<file path="src/rtl/rh_pkg.sv">
// Shared encodings for the runahead controller.
// Assumes: two-bit operation field; mode is a two-state machine.
package rh_pkg;
    localparam logic [1:0] OP_NOP = 2'd0;
    localparam logic [1:0] OP_ALU = 2'd1;
    localparam logic [1:0] OP_LD  = 2'd2;
    localparam logic [1:0] OP_ST  = 2'd3;

    typedef enum logic {
        MODE_NORMAL = 1'b0,
        MODE_AHEAD  = 1'b1
    } mode_e;
endpackage

</file>
<file path="src/rtl/rh_regfile.sv">
// Working register file with a per-register invalid flag and a full
// checkpoint copy. Restore beats snapshot, which beats a normal write.
// Assumes: snapshot and restore never coincide with a write.
module rh_regfile #(
    parameter int NREG = 8,
    parameter int XLEN = 16,
    localparam int IDXW = $clog2(NREG)
) (
    input  logic            clk,
    input  logic            rst_n,
    input  logic [IDXW-1:0] ra_idx,
    input  logic [IDXW-1:0] rb_idx,
    output logic [XLEN-1:0] ra_val,
    output logic [XLEN-1:0] rb_val,
    output logic            ra_bad,
    output logic            rb_bad,
    input  logic            wr_en,
    input  logic [IDXW-1:0] wr_idx,
    input  logic [XLEN-1:0] wr_val,
    input  logic            wr_bad,
    input  logic            snap,
    input  logic [IDXW-1:0] snap_bad_idx,
    input  logic            restore
);
    logic [XLEN-1:0] val_vec [NREG];
    logic [NREG-1:0] bad_vec;

    for (genvar i = 0; i < NREG; i++) begin : g_reg
        logic [XLEN-1:0] val_q;
        logic [XLEN-1:0] cp_q;
        logic            bad_q;

        // Per-register update: restore, checkpoint, or ordinary write.
        always_ff @(posedge clk) begin
            if (!rst_n) begin
                val_q <= '0;
                cp_q  <= '0;
                bad_q <= 1'b0;
            end else if (restore) begin
                val_q <= cp_q;
                bad_q <= 1'b0;
            end else if (snap) begin
                cp_q  <= val_q;
                bad_q <= (int'(snap_bad_idx) == i);
            end else if (wr_en && (int'(wr_idx) == i)) begin
                val_q <= wr_val;
                bad_q <= wr_bad;
            end
        end

        assign val_vec[i] = val_q;
        assign bad_vec[i] = bad_q;
    end

    // Read ports.
    always_comb begin
        ra_val = val_vec[ra_idx];
        rb_val = val_vec[rb_idx];
        ra_bad = bad_vec[ra_idx];
        rb_bad = bad_vec[rb_idx];
    end

    // one cycle after a restore no register may be flagged invalid.
    p_restore_clean_r7: assert property (@(posedge clk) disable iff (!rst_n)
        restore |=> (bad_vec == '0));
endmodule

</file>
<file path="src/rtl/rh_exec.sv">
// Combinational execute stage. It decides the register write, the
// invalid flag, the prefetch, the store and the miss trigger for one
// instruction in the current mode.
// Assumes: operands and flags come from rh_regfile in the same cycle.
module rh_exec #(
    parameter int XLEN = 16
) (
    input  logic [1:0]      op,
    input  logic            ahead,
    input  logic [XLEN-1:0] a_val,
    input  logic [XLEN-1:0] b_val,
    input  logic            a_bad,
    input  logic            b_bad,
    input  logic [XLEN-1:0] imm,
    input  logic            miss,
    input  logic [XLEN-1:0] ldata,
    output logic            wr_en,
    output logic [XLEN-1:0] wr_val,
    output logic            wr_bad,
    output logic            pf_req,
    output logic            st_req,
    output logic [XLEN-1:0] addr,
    output logic            miss_trig
);
    import rh_pkg::*;

    assign addr = a_val + imm;

    // Per-operation decode of results, invalid flags and side effects.
    always_comb begin
        wr_en     = 1'b0;
        wr_val    = '0;
        wr_bad    = 1'b0;
        pf_req    = 1'b0;
        st_req    = 1'b0;
        miss_trig = 1'b0;
        unique case (op)
            OP_ALU: begin
                wr_en  = 1'b1;
                wr_val = a_val + b_val + imm;
                wr_bad = ahead && (a_bad || b_bad);
            end
            OP_LD: begin
                if (!ahead) begin
                    if (miss) begin
                        miss_trig = 1'b1;
                    end else begin
                        wr_en  = 1'b1;
                        wr_val = ldata;
                    end
                end else if (a_bad) begin
                    wr_en  = 1'b1;
                    wr_bad = 1'b1;
                end else begin
                    pf_req = 1'b1;
                    wr_en  = 1'b1;
                    wr_val = ldata;
                    wr_bad = miss;
                end
            end
            OP_ST: st_req = !ahead;
            default: ;
        endcase
    end
endmodule

</file>
<file path="src/rtl/rh_mode_fsm.sv">
// Mode state machine: enters runahead on a normal-mode miss, leaves on
// the miss return, remembers the missing load's PC and emits the redirect.
// Assumes: accept is in_valid qualified by this block's in_ready.
module rh_mode_fsm #(
    parameter int PCW = 16
) (
    input  logic           clk,
    input  logic           rst_n,
    input  logic           accept,
    input  logic           miss_trig,
    input  logic [PCW-1:0] pc,
    input  logic           ret_valid,
    output logic           ahead,
    output logic           snap,
    output logic           restore,
    output logic           ready,
    output logic           redirect_valid,
    output logic [PCW-1:0] redirect_pc
);
    import rh_pkg::*;

    mode_e          mode_q;
    logic [PCW-1:0] miss_pc_q;

    assign ahead   = (mode_q == MODE_AHEAD);
    assign restore = ahead && ret_valid;
    assign ready   = !restore;
    assign snap    = accept && miss_trig && !ahead;

    // Mode register and recorded miss PC.
    always_ff @(posedge clk) begin
        if (!rst_n) begin
            mode_q    <= MODE_NORMAL;
            miss_pc_q <= '0;
        end else if (restore) begin
            mode_q <= MODE_NORMAL;
        end else if (snap) begin
            mode_q    <= MODE_AHEAD;
            miss_pc_q <= pc;
        end
    end

    // Redirect pulse follows the restore by one cycle.
    always_ff @(posedge clk) begin
        if (!rst_n) begin
            redirect_valid <= 1'b0;
            redirect_pc    <= '0;
        end else begin
            redirect_valid <= restore;
            if (restore) redirect_pc <= miss_pc_q;
        end
    end

    // entry only follows an accepted normal-mode miss.
    p_entry_on_miss_r1: assert property (@(posedge clk) disable iff (!rst_n)
        $rose(ahead) |-> $past(accept && miss_trig));
    // leaving runahead mode always comes with a redirect.
    p_exit_redirects_r7: assert property (@(posedge clk) disable iff (!rst_n)
        $fell(ahead) |-> redirect_valid);
    // nothing is accepted while a return is being taken.
    p_return_wins_r8: assert property (@(posedge clk) disable iff (!rst_n)
        (ahead && ret_valid && accept) |-> 1'b0);
endmodule

</file>
<file path="src/rtl/rh_prefetch.sv">
// Prefetch request register and per-episode prefetch counter.
// Assumes: fire is only raised for accepted runahead loads with a
// valid address; clear is the entry pulse.
module rh_prefetch #(
    parameter int XLEN = 16,
    parameter int CNTW = 8
) (
    input  logic            clk,
    input  logic            rst_n,
    input  logic            ahead,
    input  logic            fire,
    input  logic [XLEN-1:0] addr,
    input  logic            clear,
    output logic            pf_valid,
    output logic [XLEN-1:0] pf_addr,
    output logic [CNTW-1:0] pf_count
);
    localparam logic [CNTW-1:0] CMAX = {CNTW{1'b1}};

    // Request register: one cycle pulse per fired load.
    always_ff @(posedge clk) begin
        if (!rst_n) begin
            pf_valid <= 1'b0;
            pf_addr  <= '0;
        end else begin
            pf_valid <= fire;
            if (fire) pf_addr <= addr;
        end
    end

    // Saturating episode counter, cleared on entry.
    always_ff @(posedge clk) begin
        if (!rst_n) begin
            pf_count <= '0;
        end else if (clear) begin
            pf_count <= '0;
        end else if (fire && pf_count != CMAX) begin
            pf_count <= pf_count + 1'b1;
        end
    end

    // prefetches only come from runahead mode.
    p_pf_in_ahead_r5: assert property (@(posedge clk) disable iff (!rst_n)
        pf_valid |-> $past(ahead));
    // the counter moves only with a prefetch or an entry.
    p_count_moves_r9: assert property (@(posedge clk) disable iff (!rst_n)
        !$stable(pf_count) |-> (pf_valid || $past(clear)));
endmodule

</file>
<file path="src/rtl/runahead_ctrl.sv">
// Top of the runahead controller: connects the register file, execute
// stage, mode machine and prefetch unit, and registers the
// architectural writeback and store ports.
// Assumes: the front end replays from redirect_pc after a redirect.
module runahead_ctrl #(
    parameter int NREG = 8,
    parameter int XLEN = 16,
    parameter int PCW  = 16,
    parameter int CNTW = 8,
    localparam int IDXW = $clog2(NREG)
) (
    input  logic            clk,
    input  logic            rst_n,
    input  logic            in_valid,
    output logic            in_ready,
    input  logic [PCW-1:0]  in_pc,
    input  logic [1:0]      in_op,
    input  logic [IDXW-1:0] in_rd,
    input  logic [IDXW-1:0] in_rs1,
    input  logic [IDXW-1:0] in_rs2,
    input  logic [XLEN-1:0] in_imm,
    input  logic            in_miss,
    input  logic [XLEN-1:0] in_ldata,
    input  logic            ret_valid,
    output logic            wb_valid,
    output logic [IDXW-1:0] wb_reg,
    output logic [XLEN-1:0] wb_data,
    output logic            st_valid,
    output logic [XLEN-1:0] st_addr,
    output logic [XLEN-1:0] st_data,
    output logic            pf_valid,
    output logic [XLEN-1:0] pf_addr,
    output logic            redirect_valid,
    output logic [PCW-1:0]  redirect_pc,
    output logic            ra_active,
    output logic [CNTW-1:0] pf_count
);
    logic            ahead, snap, restore, ready, accept;
    logic [XLEN-1:0] a_val, b_val, wr_val, addr;
    logic            a_bad, b_bad, wr_en, wr_bad, pf_req, st_req, miss_trig;

    assign in_ready  = ready;
    assign accept    = in_valid && ready;
    assign ra_active = ahead;

    rh_regfile #(.NREG(NREG), .XLEN(XLEN)) u_rf (
        .clk(clk), .rst_n(rst_n),
        .ra_idx(in_rs1), .rb_idx(in_rs2),
        .ra_val(a_val), .rb_val(b_val), .ra_bad(a_bad), .rb_bad(b_bad),
        .wr_en(accept && wr_en), .wr_idx(in_rd), .wr_val(wr_val), .wr_bad(wr_bad),
        .snap(snap), .snap_bad_idx(in_rd), .restore(restore)
    );

    rh_exec #(.XLEN(XLEN)) u_ex (
        .op(in_op), .ahead(ahead),
        .a_val(a_val), .b_val(b_val), .a_bad(a_bad), .b_bad(b_bad),
        .imm(in_imm), .miss(in_miss), .ldata(in_ldata),
        .wr_en(wr_en), .wr_val(wr_val), .wr_bad(wr_bad),
        .pf_req(pf_req), .st_req(st_req), .addr(addr), .miss_trig(miss_trig)
    );

    rh_mode_fsm #(.PCW(PCW)) u_fsm (
        .clk(clk), .rst_n(rst_n),
        .accept(accept), .miss_trig(miss_trig), .pc(in_pc), .ret_valid(ret_valid),
        .ahead(ahead), .snap(snap), .restore(restore), .ready(ready),
        .redirect_valid(redirect_valid), .redirect_pc(redirect_pc)
    );

    rh_prefetch #(.XLEN(XLEN), .CNTW(CNTW)) u_pf (
        .clk(clk), .rst_n(rst_n), .ahead(ahead),
        .fire(accept && pf_req), .addr(addr), .clear(snap),
        .pf_valid(pf_valid), .pf_addr(pf_addr), .pf_count(pf_count)
    );

    // Architectural retire: writeback and store, normal mode only.
    always_ff @(posedge clk) begin
        if (!rst_n) begin
            wb_valid <= 1'b0;
            wb_reg   <= '0;
            wb_data  <= '0;
            st_valid <= 1'b0;
            st_addr  <= '0;
            st_data  <= '0;
        end else begin
            wb_valid <= accept && wr_en && !ahead;
            st_valid <= accept && st_req;
            if (accept && wr_en && !ahead) begin
                wb_reg  <= in_rd;
                wb_data <= wr_val;
            end
            if (accept && st_req) begin
                st_addr <= addr;
                st_data <= b_val;
            end
        end
    end

    // no writeback leaves the block for a runahead instruction.
    p_wb_normal_r6: assert property (@(posedge clk) disable iff (!rst_n)
        wb_valid |-> !$past(ahead));
    // no store leaves the block for a runahead instruction.
    p_st_normal_r6: assert property (@(posedge clk) disable iff (!rst_n)
        st_valid |-> !$past(ahead));
endmodule

</file>
<file path="config.mk">
export PLATFORM = sky130hd
export DESIGN_NAME = runahead_ctrl
export DESIGN_NICKNAME = d
export VERILOG_FILES = /design/src/rtl/rh_pkg.sv /design/src/rtl/rh_regfile.sv /design/src/rtl/rh_exec.sv /design/src/rtl/rh_mode_fsm.sv /design/src/rtl/rh_prefetch.sv /design/src/rtl/runahead_ctrl.sv
export SDC_FILE = /design/constraint.sdc
export NUM_CORES = 1
export LEC_CHECK = 0
export ABC_AREA = 1
export BUFFER_PORTS_ARGS = -buffer_cell sky130_fd_sc_hd__buf_2
export CAP_MARGIN = 20
export CORE_ASPECT_RATIO = 1.5
export CORE_UTILIZATION = 48
export DETAILED_ROUTE_END_ITERATION = 8
export PLACE_DENSITY = 0.64
export REMOVE_ABC_BUFFERS = 1
export SETUP_SLACK_MARGIN = 0.15
export SYNTH_ARGS = -nofsm -noshare
export SYNTH_HDL_FRONTEND = slang
export SYNTH_SLANG_ARGS = --single-unit
</file>
<file path="constraint.sdc">
create_clock -name clk -period 9.93 [get_ports clk]
set_input_delay 1.4895 -clock clk [delete_from_list [all_inputs] [get_ports clk]]
set_output_delay 1.4895 -clock clk [all_outputs]
set_load 0.01 [all_outputs]
</file>
==> results of run 1 <==
worst reg2reg max path: cells and delay by family, from the launching register on:
| family | cells | cell delay [ps] |
|---|---|---|
| simple gates | 11 | 1160 |
| fa+ha+maj | 3 | 1280 |
| flops | 1 | 320 |
| buf+inv | 2 | 110 |
| compound gates | 6 | 1470 |
through the flow:
stage	hold WS (ps)	instance area [um2]
3_5_place_dp	430	18800
2_1_floorplan	414	17200
5_1_grt	472	20200
6_report	446	20200
4_1_cts	447	20200
3_3_place_gp	423	18800
cell usage in the layout, fill, tap and decap left out, types with 2 or more instances in the layout:
master / Yosys / routed
nand4_1: 2 / 2
buf_4: 10 / 23
clkbuf_1: 117 / 11
o2111ai_1: 2 / 2
nand3b_1: 2 / 2
clkinvlp_4: 0 / 2
xor2_1: 8 / 8
a221oi_1: 2 / 2
o21bai_1: 20 / 20
clkbuf_8: 0 / 8
buf_2: 25 / 159
o21ai_1: 12 / 12
fa_1: 17 / 17
a31oi_1: 39 / 39
inv_2: 22 / 23
bufinv_16: 0 / 6
o211ai_1: 12 / 12
clkinv_2: 1 / 5
clkinv_1: 4 / 4
a21o_1: 5 / 5
ha_1: 33 / 33
nand2_1: 226 / 225
nand3_1: 79 / 79
nor3_1: 5 / 5
clkbuf_16: 0 / 39
o21ai_0: 533 / 533
nand2_2: 2 / 3
inv_1: 144 / 142
nor2_1: 316 / 315
nor2_2: 1 / 2
a21oi_4: 8 / 8
dfxtp_1: 376 / 376
xnor2_1: 5 / 5
a21oi_1: 435 / 435
inv_6: 0 / 4
area by class of cell:
type	instances	area, um2	area share, %
multi-input combinational	1772	9030	44.7
sequential	376	7530	37.3
clock buffer	57	1110	5.51
timing repair buffer	185	1020	5.07
inverter	172	653	3.23
tap	484	606	3.00
clock inverter	14	236	1.17
worst max path at each step:
stage | from | to | slack, ps | depth (start not counted)
final | in_rs1[2] | u_rf.g_reg[0].val_q[11] | 3560 | 19
after global routing | in_rs2[0] | u_rf.g_reg[0].val_q[11] | 3190 | 23
after CTS | in_rs2[0] | u_rf.g_reg[0].val_q[11] | 3680 | 21
after detailed placement | in_rs2[0] | u_rf.g_reg[3].val_q[11] | 3150 | 23
after global placement | in_rs2[0] | u_rf.g_reg[0].val_q[14] | 3200 | 20
after floorplan | ret_valid | u_fsm.miss_pc_q[0] | 2440 | 6
metal layers:
layer | track usage, % | routed length, um
met5 | 0 | 0
met2 | 54.3 | 29500
met3 | 4.44 | 4510
met1 | 39.9 | 25400
met4 | 14.7 | 2690
power by group:
| part | switching (mW) | internal (mW) | total [mW] |
|---|---|---|---|
| Combinational | 0.389 | 0.170 | 0.560 |
| Clock | 0.635 | 0.938 | 1.57 |
| Sequential | 0.0327 | 1.56 | 1.59 |
logic make-up after synthesis:
logic type | after synthesis | synth area share, %
AO/OA/AOI/OAI | 1070 | 31.2
AND/OR/NAND/NOR | 639 | 14.2
flip-flops | 376 | 41.9
buffers and inverters | 342 | 7.92
adder cells (fa/ha/maj) | 50 | 4.19
XOR/XNOR | 13 | 0.633
==> metrics.txt, run 1 <==
status=finished clean; reg-to-reg startpoint=u_rf.g_reg[5].val_q[1]; first-pass GRT wire length=95800 um; worst setup slack after placement=3150 ps; Longest Clk Path Bufs=3; ANT nets after route=0; Max VDD drop=158 uV; CTS root buf=clkbuf_16; clk_lat worst skew=560 ps; Starting Density=48.9%; required time of the critical path=10410 ps; worst-path maximum fanout=18; Clk pin slew, worst setup/hold paths=60 ps; EDFF count, synth=0; Layout Nets=approximately 2700; hold_buf cts=0; DRT Wirelength=62200 um; Via density=a little under 6; final worst setup slack=3560 ps; count leader, synth=o21ai_0; fin cells=3060; vias in the first global route=16879; clock sink count=376; RSZ-0062 raised after global routing=false; Worst path max stage delay=950 ps; DR pass1 iterations=6; cell leakage power=about 9.0 nW; Most common cell on crit path=nand2_1; Placed Cells=approximately 3000; Total GRT Usage=32.0%; Synth area leader=dfxtp_1; initial antenna violation count=0; Die Ht=239 um; hold crit path type=reg2reg; H-tree levels=2; port bufs=160; Finish-stage setup viols=0; share of layout cells above drive strength 1=between 10% and 20%; CTS buffer count=39; crit path DAT=6850 ps; reg2reg path depth=22; yosys warns=0; CP cell instances=buf_2, clkinv_1, o21ai_0, fa_1, ha_1, fa_1, nand3_1, nand2_1, nand2_1, nand2_1, nand3_1, nand2_1, nand2_1, nand2_1, nand2_1, nand2_1, o21ai_0, nand2_1, a21oi_1; DRT iter0 DRCs=1858; Tot Pwr=3.72 mW; Yosys cell types=41; worst-margin pin slew=~1100 ps; Post-CTS Resized=0; slowest CP cell=clkinv_1; crit share post-route=64.1%; Core ar.=36800 um2; hold depth=2; post-route minimum period=6370 ps; Post-Syn Area=18000 um2; CP top delay family=compound AO/OA/AOI/OAI gates; Die W=160 um; area share of the largest cell type after synthesis=41.9%; sequential-to-total area share from yosys stat=41.9%; CP Class=in2reg; FF-to-FF End=u_rf.g_reg[0].val_q[11]; Core Util, Final=54.9%; Slew headroom=23.8%; Mapped Avg Cell Area=7.22 um2; type of origin of the critical path=input port; leading registers by flop count=u_rf.g.cp_q x128, u_rf.g.val_q x128; r2r setup slk=5520 ps; Synth area leaders=dfxtp_1, o21ai_0, a21oi_1; die area=38200 um2; Fin Clk Skew=17.4 ps; # fillers=3598; post-CTS setup buffers=0; HPWL after DPL=~39000 um; final-report hold violation count=0; CP Buf/Inv Count=2; ant diodes=0; Main synth FF type=dfxtp_1; MaxCap Viol Count=0; Pwr Density=~180 nW/um2; maximum clock rate=0.157 GHz; RePlAce Congestion=0.939; area growth from synthesis to layout=12.3%; detailed-route DRC error count=0; Post-Syn Instances=2490; CTS tree=done; drt wl/cell=20.3 um; vias post-DR=approximately 18000; Async SR Flop Fraction=0%; Rows=86; FF+latch count, synth=between 300 and 400; min-delay src=u_fsm.miss_pc_q[15]; Setup TNS=0 ps; largest net degree at the start of global routing=187; Slew Viols, Final=0; Crit. End Element=register; GRT Residual Overflow=0; num ports=around 160; Synth top cells by count=o21ai_0, a21oi_1, dfxtp_1; WHS Endpoint=u_fsm.redirect_pc[15]
Note: power is estimated with default switching activity, not from simulation.
==> inputs of run 2 (changes only) <==
PLACE_DENSITY = 0.66   (was 0.64)
clock period = 5.18 ns   (was 9.93 ns; I/O delays follow)
==> metrics.txt, run 2 (same netlist as run 1, synthesis figures left out) <==
vias in the first global route=17136 (was 16879); die area=38200 um2 (unchanged); Slew headroom=27.6% (was 23.8%); Core Util, Final=55.1% (was 54.9%); H-tree levels=2 (unchanged); GR Util met1=40.3% (was 39.9%); vias post-DR=18205 (was 18111); RePlAce Congestion=0.940 (was 0.939); Core ar.=36800 um2 (unchanged); CP cell instances=buf_2, buf_4, buf_4, o21ai_0, o21ai_0, nand2_1, nand2_1, fa_1, ha_1, nand2_1, inv_1, a21oi_1, nand3_1, a21oi_1, nor2_1, o21ai_0, nand2_1, a21oi_1 (was buf_2, clkinv_1, o21ai_0, fa_1, ha_1, fa_1, nand3_1, nand2_1, nand2_1, nand2_1, nand3_1, nand2_1, nand2_1, nand2_1, nand2_1, nand2_1, o21ai_0, nand2_1, a21oi_1); worst-path maximum fanout=31 (was 18); worst hold slack=443 ps (was 446 ps); commonest non-fill, non-tap cell in the layout=o21ai_0 (unchanged); Finish-stage setup viols=0 (unchanged); Post-CTS Resized=0 (unchanged); Longest Clk Path Bufs=3 (unchanged); DR pass1 iterations=6 (unchanged); Clk pin slew, worst setup/hold paths=70 ps (was 60 ps); Most common cell on crit path=nand2_1 (unchanged); area growth from synthesis to layout=12.8% (was 12.3%); ant diodes=0 (unchanged); Via density=5.91 (was 5.92); post-route minimum period=4310 ps; fin cells=3078 (was 3060); first-pass GRT wire length=96700 um (was 95800 um); gr busiest metal=met2 (unchanged); met3 usage=4.98% (was 4.44%); final-report hold violation count=0 (unchanged); Clk network pwr share=40.4% (was 42.2%); GRT Residual Overflow=0 (unchanged); CTS root buf=clkbuf_16 (unchanged); MaxCap Viol Count=0 (unchanged); detailed-route DRC error count=0 (unchanged); Rows=86 (unchanged); Die W=160 um (unchanged); multi-input logic area=9030 um2 (about the same); hold_buf cts=0 (unchanged); met2 GRT Util=53.7% (was 54.3%); slowest CP cell=fa_1 (was clkinv_1); drt wl/cell=20.2 um (was 20.3 um); most frequent cells in the layout=o21ai_0, a21oi_1, dfxtp_1, nor2_1, nand2_1 (unchanged); num ports=161 (unchanged); maximum clock rate=between 0.2 and 0.25 GHz; Sw Share=28.7% (was 28.4%); worst-margin pin slew=1080 ps (was 1140 ps); Crit. End Element=register (unchanged); hold crit path type=in2reg (was reg2reg); DRT iter0 DRCs=1955 (was 1858); Fin Clk Skew=31.3 ps (was 17.4 ps); CP Class=in2reg (unchanged); RSZ-0062 raised after global routing=false (unchanged); Max VDD drop=289 uV (was 158 uV); cell leakage power=9.04 nW (was 8.96 nW); initial antenna violation count=0 (unchanged); Placed Cells=3010 (was 2988); CP top delay family=compound AO/OA/AOI/OAI gates (unchanged); largest net degree at the start of global routing=249 (was 187); Pint=4.94 mW (was 2.67 mW); Pwr Density=342 nW/um2 (was 184 nW/um2); share of total power in combinational logic=15.6% (was 15.0%); Sequential Power Share=44.0% (was 42.7%); Worst path max stage delay=450 ps (was 950 ps); crit path DAT=4780 ps (was 6850 ps); Starting Density=48.9% (unchanged); clk_lat worst skew=560 ps (about the same); leading registers by flop count=u_rf.g.cp_q x128, u_rf.g.val_q x128 (unchanged); Layout Nets=2680 (was 2660); Tot Pwr=6.94 mW (was 3.72 mW); HPWL after DPL=39600 um (was 38700 um); # fillers=3559 (was 3598); Total GRT Usage=32.1% (was 32.0%); post-CTS setup buffers=0 (unchanged); port bufs=160 (unchanged); type of origin of the critical path=input port (unchanged); required time of the critical path=5650 ps (was 10410 ps); Sw Pwr=1.99 mW (was 1.06 mW); DRT Wirelength=62100 um (was 62200 um); ANT nets after route=0 (unchanged); CTS buffer count=38 (was 39); Die Ht=239 um (unchanged); CP Buf/Inv Count=4 (was 2); CTS tree=done (unchanged); Slew Viols, Final=0 (unchanged); status=finished clean (unchanged); share of layout cells above drive strength 1=12.0% (was 11.2%); clock sink count=376 (unchanged); crit share post-route=a little over four fifths; register area=7530 um2 (unchanged)
run 2: cell count changes in the layout (fill, tap and decap cells not counted), moves of 2 or more:
cell        previous run  this run
buf_12                 0         4
buf_4                 23        42
bufinv_16              6         2
clkbuf_1              11         5
clkbuf_8               8        12
clkinv_2               5        11
clkinvlp_4             2         0
inv_6                  4         2
run 2: final cells by class:
type / count / area share (%)
Sequential cell: 376 / 37.1
Clock buffer: 54 / 5.53
Timing Repair Buffer: 206 / 5.94
Multi-Input combinational cell: 1772 / 44.5
Inverter: 172 / 3.21
Clock inverter: 14 / 0.685
Tap cell: 484 / 2.99
run 2: power by group through the flow:
stage,registers (mW),clock network [mW],logic (mW)
floorplan,3.11,0,0.634
global placement,3.11,0,1.05
detailed placement,3.11,0,1.06
CTS,3.05,2.84,1.07
global route,3.06,2.96,1.20
finish,3.05,2.80,1.08
run 2: per-stage QoR:
stage,area [um2],setup WS [ps],TNS [ps]
6_report,20300,866,0
5_1_grt,20300,486,0
4_1_cts,20300,979,0
3_5_place_dp,19000,429,0
3_3_place_gp,19000,507,0
2_1_floorplan,17200,-1590,-251640
run 2: routing by layer:
metal  wire [um]  up-vias  share of wire, %
met1       24700     8496                40
li1            -     8637                 -
met4        2910        0               4.7
met2       29400      868                47
met5           0        -                 0
met3        5080      204               8.2
run 2: worst paths after layout:
kind | startpoint | endpoint | slack, ps | depth (start not counted)
worst min register to register | u_fsm.miss_pc_q[9] | u_fsm.miss_pc_q[9] | 450 | 2
worst min-delay path | in_pc[13] | u_fsm.miss_pc_q[13] | 440 | 3
worst max-delay path | in_rs2[1] | u_rf.g_reg[2].val_q[14] | 870 | 18
worst max register to register | u_rf.g_reg[5].val_q[1] | u_rf.g_reg[1].val_q[11] | 1170 | 23
run 2: tightest hold or removal path, stage by stage:
cell and delay, ps:
buf_2 80, nor2_1 30, nor2_1 80
==> inputs of run 3 (changes only) <==
clock period = 3.6 ns   (was 5.18 ns; I/O delays follow)
==> metrics.txt, run 3 (same netlist as run 1, synthesis figures left out) <==
status=finished clean (unchanged); drt wl/cell=19.8 um (was 20.2 um); ant diodes=0 (unchanged); final-report hold violation count=0 (unchanged); required time of the critical path=4070 ps (was 5650 ps); port bufs=160 (unchanged); slowest CP cell=fa_2 (was fa_1); DR pass1 iterations=6 (unchanged); RSZ-0062 raised after global routing=false (unchanged); Crit. End Element=register (unchanged); initial antenna violation count=0 (unchanged); RePlAce Congestion=0.921 (was 0.940); Setup TNS=0 ps (unchanged); detailed-route DRC error count=0 (unchanged); CTS tree=done (unchanged); first-pass GRT wire length=98300 um (was 96700 um); MaxCap Viol Count=0 (unchanged); CP Class=reg2reg (was in2reg); CP cell instances=inv_2, a21oi_1, o21ai_0, o21ai_0, inv_1, o21ai_2, buf_4, fa_2, ha_4, fa_2, nand3_2, nand2_2, nand2_2, nand2_4, a21oi_1, o21ai_0, buf_4, nand2_1, nand2_2, buf_12, a21oi_1 (was buf_2, buf_4, buf_4, o21ai_0, o21ai_0, nand2_1, nand2_1, fa_1, ha_1, nand2_1, inv_1, a21oi_1, nand3_1, a21oi_1, nor2_1, o21ai_0, nand2_1, a21oi_1); type of origin of the critical path=register (was input port); vias post-DR=19191 (was 18205); Fin Clk Skew=21.6 ps (was 31.3 ps); GR Util met1=40.5% (was 40.3%); largest net degree at the start of global routing=137 (was 249); clock sink count=376 (unchanged); met3 usage=3.73% (was 4.98%); worst-path maximum fanout=8 (was 31); Tot Pwr=10.7 mW (was 6.94 mW); most frequent cells in the layout=o21ai_0, a21oi_1, dfxtp_1, nor2_1, nand2_1 (unchanged); CTS root buf=clkbuf_16 (unchanged); CP Buf/Inv Count=5 (was 4); ANT nets after route=0 (unchanged); vias in the first global route=17801 (was 17136); cell leakage power=10.0 nW (was 9.04 nW); H-tree levels=2 (unchanged); Total GRT Usage=32.6% (was 32.1%); Finish-stage setup viols=0 (unchanged); HPWL after DPL=41300 um (was 39600 um); Core ar.=36800 um2 (unchanged); Starting Density=48.9% (unchanged); Longest Clk Path Bufs=3 (unchanged); Slew Viols, Final=0 (unchanged); leading registers by flop count=u_rf.g.cp_q x128, u_rf.g.val_q x128 (unchanged); GRT Residual Overflow=0 (unchanged); maximum clock rate=0.302 GHz; DRT Wirelength=64500 um (was 62100 um); Worst path max stage delay=460 ps (was 450 ps); commonest non-fill, non-tap cell in the layout=o21ai_0 (unchanged); hold crit path type=in2reg (unchanged); die area=38200 um2 (unchanged); # fillers=3383 (was 3559); share of layout cells above drive strength 1=20.6% (was 12.0%); clk_lat worst skew=550 ps (was 560 ps); crit share post-route=91.9%; num ports=161 (unchanged); Pwr Density=477 nW/um2 (was 342 nW/um2); CTS buffer count=38 (unchanged); area growth from synthesis to layout=24.3% (was 12.8%); DRT iter0 DRCs=1875 (was 1955); worst-margin pin slew=773 ps (was 1080 ps); met2 GRT Util=55.7% (was 53.7%); Die Ht=239 um (unchanged); Via density=5.89 (was 5.91); Die W=160 um (unchanged); Clk pin slew, worst setup/hold paths=60 ps (was 70 ps); post-route minimum period=around 3300 ps; Layout Nets=2860 (was 2680); Rows=86 (unchanged); CP top delay family=adder cells (was compound AO/OA/AOI/OAI gates); crit path DAT=3780 ps (was 4780 ps); gr busiest metal=met2 (unchanged); Slew headroom=48.5% (was 27.6%); Max VDD drop=373 uV (was 289 uV); Core Util, Final=60.7% (was 55.1%)
## run 3: changes by cell type in the layout (fill, tap and decap cells not counted), moves of 13 or more
| cell | change |
|---|---|
| buf_4 | +149 |
| a21oi_1 | -27 |
| a21oi_2 | +26 |
| nand2_1 | -17 |
| o21ai_0 | -17 |
| buf_12 | +15 |
| nand2_2 | +14 |
| o21ai_1 | +13 |
## run 3: metrics by stage
step | std cells | area (um2) | hold slack [ps] | setup WS [ps]
3_5_place_dp | 3178 | 20400 | 428 | -599
3_3_place_gp | 3178 | 20400 | 421 | -453
5_1_grt | 3257 | 22400 | 231 | 106
2_1_floorplan | 2320 | 17200 | 414 | -2940
6_report | 3257 | 22400 | 216 | 291
4_1_cts | 3245 | 21800 | 203 | 149
## run 3: path summary, 6_finish.rpt
kind | start | endpoint | slack [ps] | cells after the start
setup / recovery | u_rf.g_reg[5].val_q[1] | u_rf.g_reg[3].val_q[7] | 290 | 21
hold / removal | in_pc[13] | u_fsm.miss_pc_q[13] | 220 | 3
setup reg to reg | u_rf.g_reg[5].val_q[1] | u_rf.g_reg[3].val_q[7] | 290 | 21
hold reg to reg | u_fsm.miss_pc_q[15] | u_fsm.redirect_pc[15] | 440 | 2
## run 3: worst register-to-register path, cell delays in order, from the launching register on
cell     delay (ps)
dfxtp_2         330
inv_2            40
a21oi_1         100
o21ai_0          80
o21ai_0          80
inv_1            70
o21ai_2         120
buf_4           140
fa_2            460
ha_4            190
fa_2            360
nand3_2          80
nand2_2          80
nand2_2          90
nand2_4          60
a21oi_1         140
o21ai_0         130
buf_4           160
nand2_1         120
nand2_2          90
buf_12          160
a21oi_1         140
## run 3: final cells by class
class	instances	area (um2)	area share (%)
clock inverters	16	176	0.789
repair buffers	386	2880	12.9
clock buffers	51	1080	4.84
well taps	484	606	2.71
flip-flops and latches	376	7530	33.7
inverters	172	657	2.94
multi-input cells	1772	9430	42.2
## run 3: timing repair
item | CTS | global route
hold buffers | 0 | 0
endpoints found under the setup margin | 76 | 99
cloned | 0 | 3
gates resized for setup | 21 | 115
pin swaps | 2 | 27
setup buffers | 0 | 9
## run 3: metal layers
layer  vias up  part of all wire [%]
met2       987                    47
met4         0                   5.4
li1       8992                     -
met1      9000                    40
met5         -                     0
met3       212                   7.9
## run 3: power breakdown
group | switching (mW) | internal, mW
Combinational | 1.25 | 0.926
Sequential | 0.0906 | 4.30
Clock | 1.75 | 2.33
Total | 3.09 | 7.56
